[config.mk]
export PLATFORM = sky130hd
export DESIGN_NAME = phy_link_sense
export DESIGN_NICKNAME = d
export VERILOG_FILES = /design/src/rtl/phy_sense_pkg.sv /design/src/rtl/phy_sense_ctrl.sv /design/src/rtl/phy_sense_dp.sv /design/src/rtl/phy_link_sense.sv
export SDC_FILE = /design/constraint.sdc
export NUM_CORES = 1
export LEC_CHECK = 0
export ABC_AREA = 0
export BUFFER_PORTS_ARGS = -buffer_cell sky130_fd_sc_hd__buf_2
export CAP_MARGIN = 25
export CORE_ASPECT_RATIO = 1.4
export CORE_MARGIN = 10
export CORE_UTILIZATION = 55
export CTS_CLUSTER_DIAMETER = 30
export CTS_CLUSTER_SIZE = 30
export DETAILED_ROUTE_END_ITERATION = 8
export GPL_ROUTABILITY_DRIVEN = 0
export HOLD_SLACK_MARGIN = 0.12
export PLACE_DENSITY = 0.78
export SLEW_MARGIN = 20
export SYNTH_ARGS = -nofsm -noshare
export SYNTH_HDL_FRONTEND = slang
export SYNTH_SLANG_ARGS = --single-unit
[constraint.sdc]
create_clock -name clk -period 5.6 [get_ports clk]
set_clock_uncertainty 0.15 [all_clocks]
set_input_delay 0.28 -clock clk [delete_from_list [all_inputs] [get_ports clk]]
set_output_delay 0.28 -clock clk [all_outputs]
set_load 0.01 [all_outputs]
[src/rtl/phy_sense_pkg.sv]
package phy_sense_pkg;

  typedef enum logic [2:0] {
    FAM_NONE   = 3'd0,
    FAM_ID16   = 3'd1,
    FAM_ID22   = 3'd2,
    FAM_ID141  = 3'd3,
    FAM_ID302  = 3'd4,
    FAM_ID13   = 3'd5,
    FAM_OTHER  = 3'd6
  } famT;

  typedef enum logic [1:0] {
    SEL_PRESENCE = 2'd0,
    SEL_IDENT    = 2'd1,
    SEL_VENDOR   = 2'd2
  } regSelT;

  // strobes from control to datapath
  typedef struct packed {
    logic   clrAll;
    logic   addrInc;
    logic   latchPhy;
    logic   latchFam;
    logic   triesInc;
    logic   delayLoad;
    logic   delayTick;
    logic   setLink;
    logic   latchStat;
    logic   setNotFound;
    regSelT regSel;
  } stbT;

  function automatic famT classifyId(input logic [15:0] id);
    case (id)
      16'h0016: return FAM_ID16;
      16'h0022: return FAM_ID22;
      16'h0141: return FAM_ID141;
      16'h0302: return FAM_ID302;
      16'h0013: return FAM_ID13;
      default:  return FAM_OTHER;
    endcase
  endfunction

  function automatic logic [4:0] vendorReg(input famT fam);
    case (fam)
      FAM_ID16, FAM_ID22, FAM_ID302: return 5'd18;
      FAM_ID141, FAM_ID13:           return 5'd17;
      default:                       return 5'd0;
    endcase
  endfunction

  // returns {speedCode, duplexCode}
  function automatic logic [3:0] decodeStat(input famT fam, input logic [15:0] d);
    logic [1:0] spd;
    logic [1:0] dpx;
    spd = 2'd0;
    dpx = 2'd0;
    case (fam)
      FAM_ID16: begin
        spd = d[7] ? 2'd2 : 2'd1;
        dpx = d[6] ? 2'd2 : 2'd1;
      end
      FAM_ID22, FAM_ID302: begin
        spd = d[10] ? 2'd2 : 2'd1;
        dpx = d[11] ? 2'd2 : 2'd1;
      end
      FAM_ID141: begin
        spd = (d[15:14] == 2'd2) ? 2'd3 : (d[15:14] == 2'd1) ? 2'd2 : 2'd1;
        dpx = d[13] ? 2'd2 : 2'd1;
      end
      FAM_ID13: begin
        spd = (d[15:14] == 2'd3) ? 2'd3 : (d[15:14] == 2'd2) ? 2'd2 : 2'd1;
        dpx = d[9] ? 2'd2 : 2'd1;
      end
      default: begin
        spd = 2'd0;
        dpx = 2'd0;
      end
    endcase
    return {spd, dpx};
  endfunction

endpackage

[src/rtl/phy_sense_ctrl.sv]
module phy_sense_ctrl
  import phy_sense_pkg::*;
(
  input  logic clk,
  input  logic rstN,
  input  logic start,
  input  logic reqReady,
  input  logic rspValid,
  input  logic populated,
  input  logic addrLast,
  input  logic linkBit,
  input  logic triesLast,
  input  logic pauseDone,
  input  logic famOther,
  output stbT  stb,
  output logic reqValid,
  output logic busy,
  output logic done
);

  typedef enum logic [3:0] {
    S_IDLE, S_SCAN_REQ, S_SCAN_RSP, S_ID_REQ, S_ID_RSP,
    S_LINK_REQ, S_LINK_RSP, S_PAUSE, S_STAT_REQ, S_STAT_RSP, S_DONE
  } stateT;

  stateT state, nxt;

  always_ff @(posedge clk) begin
    if (!rstN) state <= S_IDLE;
    else       state <= nxt;
  end

  always_comb begin
    stb      = '0;
    nxt      = state;
    reqValid = 1'b0;
    done     = 1'b0;
    case (state)
      S_IDLE: begin
        if (start) begin
          stb.clrAll = 1'b1;
          nxt        = S_SCAN_REQ;
        end
      end
      S_SCAN_REQ: begin
        reqValid   = 1'b1;
        stb.regSel = SEL_PRESENCE;
        if (reqReady) nxt = S_SCAN_RSP;
      end
      S_SCAN_RSP: begin
        stb.regSel = SEL_PRESENCE;
        if (rspValid) begin
          if (populated) begin
            stb.latchPhy = 1'b1;
            nxt          = S_ID_REQ;
          end else if (addrLast) begin
            stb.setNotFound = 1'b1;
            nxt             = S_DONE;
          end else begin
            stb.addrInc = 1'b1;
            nxt         = S_SCAN_REQ;
          end
        end
      end
      S_ID_REQ: begin
        reqValid   = 1'b1;
        stb.regSel = SEL_IDENT;
        if (reqReady) nxt = S_ID_RSP;
      end
      S_ID_RSP: begin
        stb.regSel = SEL_IDENT;
        if (rspValid) begin
          stb.latchFam = 1'b1;
          nxt          = S_LINK_REQ;
        end
      end
      S_LINK_REQ: begin
        reqValid   = 1'b1;
        stb.regSel = SEL_PRESENCE;
        if (reqReady) nxt = S_LINK_RSP;
      end
      S_LINK_RSP: begin
        stb.regSel = SEL_PRESENCE;
        if (rspValid) begin
          if (linkBit) begin
            stb.setLink = 1'b1;
            nxt         = famOther ? S_DONE : S_STAT_REQ;
          end else if (triesLast) begin
            nxt = S_DONE;
          end else begin
            stb.triesInc  = 1'b1;
            stb.delayLoad = 1'b1;
            nxt           = S_PAUSE;
          end
        end
      end
      S_PAUSE: begin
        stb.delayTick = 1'b1;
        if (pauseDone) nxt = S_LINK_REQ;
      end
      S_STAT_REQ: begin
        reqValid   = 1'b1;
        stb.regSel = SEL_VENDOR;
        if (reqReady) nxt = S_STAT_RSP;
      end
      S_STAT_RSP: begin
        stb.regSel = SEL_VENDOR;
        if (rspValid) begin
          stb.latchStat = 1'b1;
          nxt           = S_DONE;
        end
      end
      S_DONE: begin
        done = 1'b1;
        nxt  = S_IDLE;
      end
      default: nxt = S_IDLE;
    endcase
  end

  assign busy = (state != S_IDLE);

endmodule

[src/rtl/phy_sense_dp.sv]
module phy_sense_dp
  import phy_sense_pkg::*;
#(
  parameter int LINK_TRIES = 4096,
  parameter int POLL_DELAY = 1000
) (
  input  logic        clk,
  input  logic        rstN,
  input  stbT         stb,
  input  logic [15:0] rspData,
  output logic [4:0]  reqPhy,
  output logic [4:0]  reqReg,
  output logic        populated,
  output logic        addrLast,
  output logic        linkBit,
  output logic        triesLast,
  output logic        pauseDone,
  output logic        famOther,
  output logic [4:0]  phyAddr,
  output logic [2:0]  family,
  output logic        linkOk,
  output logic        notFound,
  output logic [1:0]  speedCode,
  output logic [1:0]  duplexCode
);

  localparam int TRIES_W = $clog2(LINK_TRIES + 1);
  localparam int DLY_W   = $clog2(POLL_DELAY + 1);
  localparam logic [4:0] LAST_ADDR = 5'd31;

  logic [4:0]       addr;
  logic [4:0]       phyAddrQ;
  famT              famQ;
  logic             linkQ;
  logic             nfQ;
  logic [1:0]       speedQ;
  logic [1:0]       dupQ;
  logic [TRIES_W-1:0] tries;
  logic [DLY_W-1:0]   dly;

  always_ff @(posedge clk) begin
    if (!rstN) begin
      addr     <= 5'd1;
      phyAddrQ <= '0;
      famQ     <= FAM_NONE;
      linkQ    <= 1'b0;
      nfQ      <= 1'b0;
      speedQ   <= '0;
      dupQ     <= '0;
      tries    <= '0;
      dly      <= '0;
    end else begin
      if (stb.clrAll) begin
        addr     <= 5'd1;
        phyAddrQ <= '0;
        famQ     <= FAM_NONE;
        linkQ    <= 1'b0;
        nfQ      <= 1'b0;
        speedQ   <= '0;
        dupQ     <= '0;
        tries    <= '0;
      end
      if (stb.addrInc)     addr     <= addr + 5'd1;
      if (stb.latchPhy)    phyAddrQ <= addr;
      if (stb.latchFam)    famQ     <= classifyId(rspData);
      if (stb.triesInc)    tries    <= tries + 1'b1;
      if (stb.setLink)     linkQ    <= 1'b1;
      if (stb.setNotFound) nfQ      <= 1'b1;
      if (stb.latchStat)   {speedQ, dupQ} <= decodeStat(famQ, rspData);
      if (stb.delayLoad)
        dly <= DLY_W'(POLL_DELAY - 1);
      else if (stb.delayTick && dly != '0)
        dly <= dly - 1'b1;
    end
  end

  always_comb begin
    case (stb.regSel)
      SEL_IDENT:  reqReg = 5'd2;
      SEL_VENDOR: reqReg = vendorReg(famQ);
      default:    reqReg = 5'd1;
    endcase
  end

  assign reqPhy     = addr;
  assign populated  = (rspData != 16'h0000) && (rspData != 16'hFFFF);
  assign addrLast   = (addr == LAST_ADDR);
  assign linkBit    = rspData[2];
  assign triesLast  = (tries == TRIES_W'(LINK_TRIES - 1));
  assign pauseDone  = (dly == '0);
  assign famOther   = (famQ == FAM_OTHER);
  assign phyAddr    = phyAddrQ;
  assign family     = famQ;
  assign linkOk     = linkQ;
  assign notFound   = nfQ;
  assign speedCode  = speedQ;
  assign duplexCode = dupQ;

endmodule

[src/rtl/phy_link_sense.sv]
module phy_link_sense
  import phy_sense_pkg::*;
#(
  parameter int LINK_TRIES = 4096,
  parameter int POLL_DELAY = 1000
) (
  input  logic        clk,
  input  logic        rstN,
  input  logic        start,
  output logic        mdioReqValid,
  input  logic        mdioReqReady,
  output logic [4:0]  mdioReqPhy,
  output logic [4:0]  mdioReqReg,
  input  logic        mdioRspValid,
  input  logic [15:0] mdioRspData,
  output logic        busy,
  output logic        done,
  output logic        notFound,
  output logic [4:0]  phyAddr,
  output logic [2:0]  phyFamily,
  output logic        linkOk,
  output logic [1:0]  speedCode,
  output logic [1:0]  duplexCode,
  output logic        macSel10,
  output logic        macSel1000,
  output logic        macFullDuplex
);

  stbT  stb;
  logic populated, addrLast, linkBit, triesLast, pauseDone, famOther;

  phy_sense_ctrl u_ctrl (
    .clk       (clk),
    .rstN      (rstN),
    .start     (start),
    .reqReady  (mdioReqReady),
    .rspValid  (mdioRspValid),
    .populated (populated),
    .addrLast  (addrLast),
    .linkBit   (linkBit),
    .triesLast (triesLast),
    .pauseDone (pauseDone),
    .famOther  (famOther),
    .stb       (stb),
    .reqValid  (mdioReqValid),
    .busy      (busy),
    .done      (done)
  );

  phy_sense_dp #(
    .LINK_TRIES (LINK_TRIES),
    .POLL_DELAY (POLL_DELAY)
  ) u_dp (
    .clk        (clk),
    .rstN       (rstN),
    .stb        (stb),
    .rspData    (mdioRspData),
    .reqPhy     (mdioReqPhy),
    .reqReg     (mdioReqReg),
    .populated  (populated),
    .addrLast   (addrLast),
    .linkBit    (linkBit),
    .triesLast  (triesLast),
    .pauseDone  (pauseDone),
    .famOther   (famOther),
    .phyAddr    (phyAddr),
    .family     (phyFamily),
    .linkOk     (linkOk),
    .notFound   (notFound),
    .speedCode  (speedCode),
    .duplexCode (duplexCode)
  );

  assign macSel10      = (speedCode == 2'd1);
  assign macSel1000    = (speedCode == 2'd3);
  assign macFullDuplex = (duplexCode == 2'd2);

endmodule

==> flow_metrics.tcl <==
set metrics [dict create \
    cpMostUsedCell "inv_1" \
    clkSinkCount 46 \
    setup_viol_count_final 0 \
    clkTransAtPathRegs_ns 0.09 \
    syn_area_mm2 0.00300 \
    ant_nets 0 \
    synthArstFlopShare_pct 0 \
    fp.dieW_um 82.4 \
    grt-ovfl-total 0 \
    routed_wl_um 7540 \
    ys.flop_type "dfxtp_1" \
    cts_made_buffers 5 \
    grt_pass1_wl_um 12900 \
    power_density_mw_per_mm2 241 \
    slew_headroom_pct 45.7 \
    combPwrFrac_pct 28.1 \
    syn_inst 375 \
    insertedDiodeCount 0 \
    status "completed" \
    arrival_ns 2.28 \
    yosysSeqAreaShare_pct 30.7 \
    critPathBufInv 3 \
    cp_slowest_cell "dfxtp_1" \
    h-tree-depth 2 \
    worst-setup-path-type "register to primary output" \
    seqPwrFrac_pct 45.5 \
    power.total_mw 0.809 \
    fin_nets 446 \
    worstPathRequired_ns 5.17 \
    cp_max_fo 14 \
    area_growth_pct 11.7 \
    max_stage_delay_ns 0.60 \
    multiInputGateArea_mm2 0.00193 \
    synth-seq-cells 46 \
    dr.pass1.iters 5 \
    synth_area_leaders "dfxtp_1 31%, ha_1 4.2%, nor2_1 3.6%, a21oi_1 3.5%, nand3_1 3.5%" \
    clk_latency_ns 0.30 \
    via_count 2926 \
    cts_root_buf "clkbuf_8" \
    ios 51 \
    period_minus_slack_ns 2.71 \
    p_leak_nw 1.26 \
    path_cells "inv_1, or3_1, a21oi_1, inv_1, ha_1, nand3_1, o21ai_0, buf_2" \
    grt_pass1_vias 2876 \
    period_share_pct 48.4 \
    dp_hpwl_um 5730 \
    viasPerCell 6.07 \
    numPortBuffers 48 \
    drcViolationCount 0 \
    p_sw_mw 0.291 \
    grtUsageTotal_pct 17.7 \
    synth_edf_count 0 \
    tritoncts "built" \
    synth_top_cell_by_area "dfxtp_1" \
    synth.top_cell.area_share_pct 30.7 \
    drt_iter0_drc 142 \
    yosysWarningCount 0 \
    setup_slack_ns 2.89 \
    initial_utilization_pct 57.3 \
    post_cts_buffers 0 \
    p_sw_share_pct 36.0 \
    drive_gt1_share_pct 17.3 \
    ir_drop_mv 0.129 \
    pwr-share-clk_pct 26.4 \
    synth_area_per_cell_um2 7.99 \
    wl_per_cell_um 15.6 \
    antenna_found_initial 0 \
    hold_viol_final 0 \
    setup_tns_ns 0 \
    crit_path_end_kind "primary output" \
    die_area_mm2 0.00885 \
    dp_slack_ns 3.06 \
    fp-row-count 31 \
    fillCellCount 503 \
    grt_max_degree 31 \
    ctsResizeCount 0 \
    tightest_slew_ns 0.812 \
    clk_path_buf_depth 2 \
    startpoint_type "register" \
    regArea_um2 921 \
    cap_violations 0 \
    report.final.slew_viol_count 0 \
    core-area_mm2 0.00524 \
    post_synth_num_cell_types 61 \
    rsz0062_at_grt "false" \
    fp.dieH_um 107 \
    fmax_mhz 369 \
    cts_hold_buffers 0 \
    crit_family "flip-flops" \
    internal_power_mw 0.518 \
    hp-class "input pin to register" \
]
registers in the layout, indices dropped and copies added (netlist names):
signal,flops
u_dp.family,3
u_dp.phyAddr,5
u_dp.dly,10
u_dp.speedCode,2
u_dp.linkOk,1
u_dp.tries,13
u_dp.notFound,1
u_dp.duplexCode,2
u_ctrl.state,4
u_dp.reqPhy,5
power groups by stage:
stage	Clock [mW]	Combinational [mW]	Sequential, mW
final	0.214	0.227	0.368
after global routing	0.227	0.252	0.373
after CTS	0.217	0.225	0.367
after detailed placement	0	0.224	0.375
after global placement	0	0.219	0.373
after floorplan	0	0.172	0.356
layer usage:
layer / up-vias / GRT usage [%] / part of all wire, %
li1: 1461 / - / -
met1: 1389 / 18.6 / 39
met2: 67 / 33.0 / 55
met3: 9 / 2.76 / 4.2
met4: 0 / 7.07 / 1.6
met5: - / 0 / 0
synth_stat cells (all sizes together), types with 10 or more instances:
cell type	count
inv	20
a21boi	11
clkbuf	14
nor2	29
dfxtp	46
nand3	21
o21ai	16
nor3	13
nand2	26
a21oi	22
ha	10
cell type report:
type	count	area share, %
multi-input cells	292	57.6
well taps	66	2.47
clock inverters	1	0.149
clock buffers	7	2.58
repair buffers	50	7.47
inverters	20	2.24
flip-flops and latches	46	27.5
worst paths after layout:
check,start,to,slack (ns),cells after the start
max reg2reg,u_ctrl.state[2],u_dp.tries[5],3.13,5
min reg2reg,u_dp.speedCode[0],u_dp.speedCode[0],0.33,2
max,u_ctrl.state[2],mdioReqReg[0],2.89,8
min,mdioRspData[13],u_dp.family[1],0.27,5
layout by cell type, fill, tap and decap left out, drive strengths merged, types with 6 or more instances in the layout:
| master | Yosys | layout |
|---|---|---|
| buf | 4 | 49 |
| dfxtp | 46 | 46 |
| nor2 | 29 | 29 |
| nand2 | 26 | 26 |
| a21oi | 22 | 22 |
| nand3 | 21 | 21 |
| inv | 20 | 20 |
| o21ai | 16 | 16 |
| nor3 | 13 | 13 |
| a21boi | 11 | 11 |
| ha | 10 | 10 |
| xor2 | 8 | 8 |
| nand4 | 8 | 8 |
| clkbuf | 14 | 8 |
| nor4 | 8 | 8 |
| o211ai | 7 | 7 |
| nand3b | 7 | 7 |
| a31oi | 7 | 7 |
| or3 | 6 | 6 |
| and3 | 6 | 6 |
| xnor2 | 6 | 6 |
| mux2i | 6 | 6 |
kinds of logic after synthesis:
logic type / Yosys count / share of synthesized area (%)
xor+xnor: 14 / 4.09
simple gates: 163 / 31.8
other cells: 1 / 0.125
fa+ha+maj: 10 / 4.17
mux: 8 / 2.75
flops: 46 / 30.7
buf+inv: 38 / 5.05
compound gates: 95 / 21.3
through the flow:
stage	hold WS [ns]	util, %	cells	cell area (µm²)
4_1_cts	0.260	63.8	480	3340
3_5_place_dp	0.317	62.0	472	3250
2_1_floorplan	0.311	-	376	3000
3_3_place_gp	0.318	62.0	472	3250
6_report	0.275	64.0	482	3350
5_1_grt	0.286	64.0	482	3350
worst reg2reg max path, cell delays in order (launching register included):
cell	delay, ns
dfxtp_1	0.60
nand3b_1	0.17
or3_1	0.52
nor4_2	0.53
a2111oi_0	0.19
a41o_1	0.23
No activity file was read; power rests on OpenSTA's default activity.
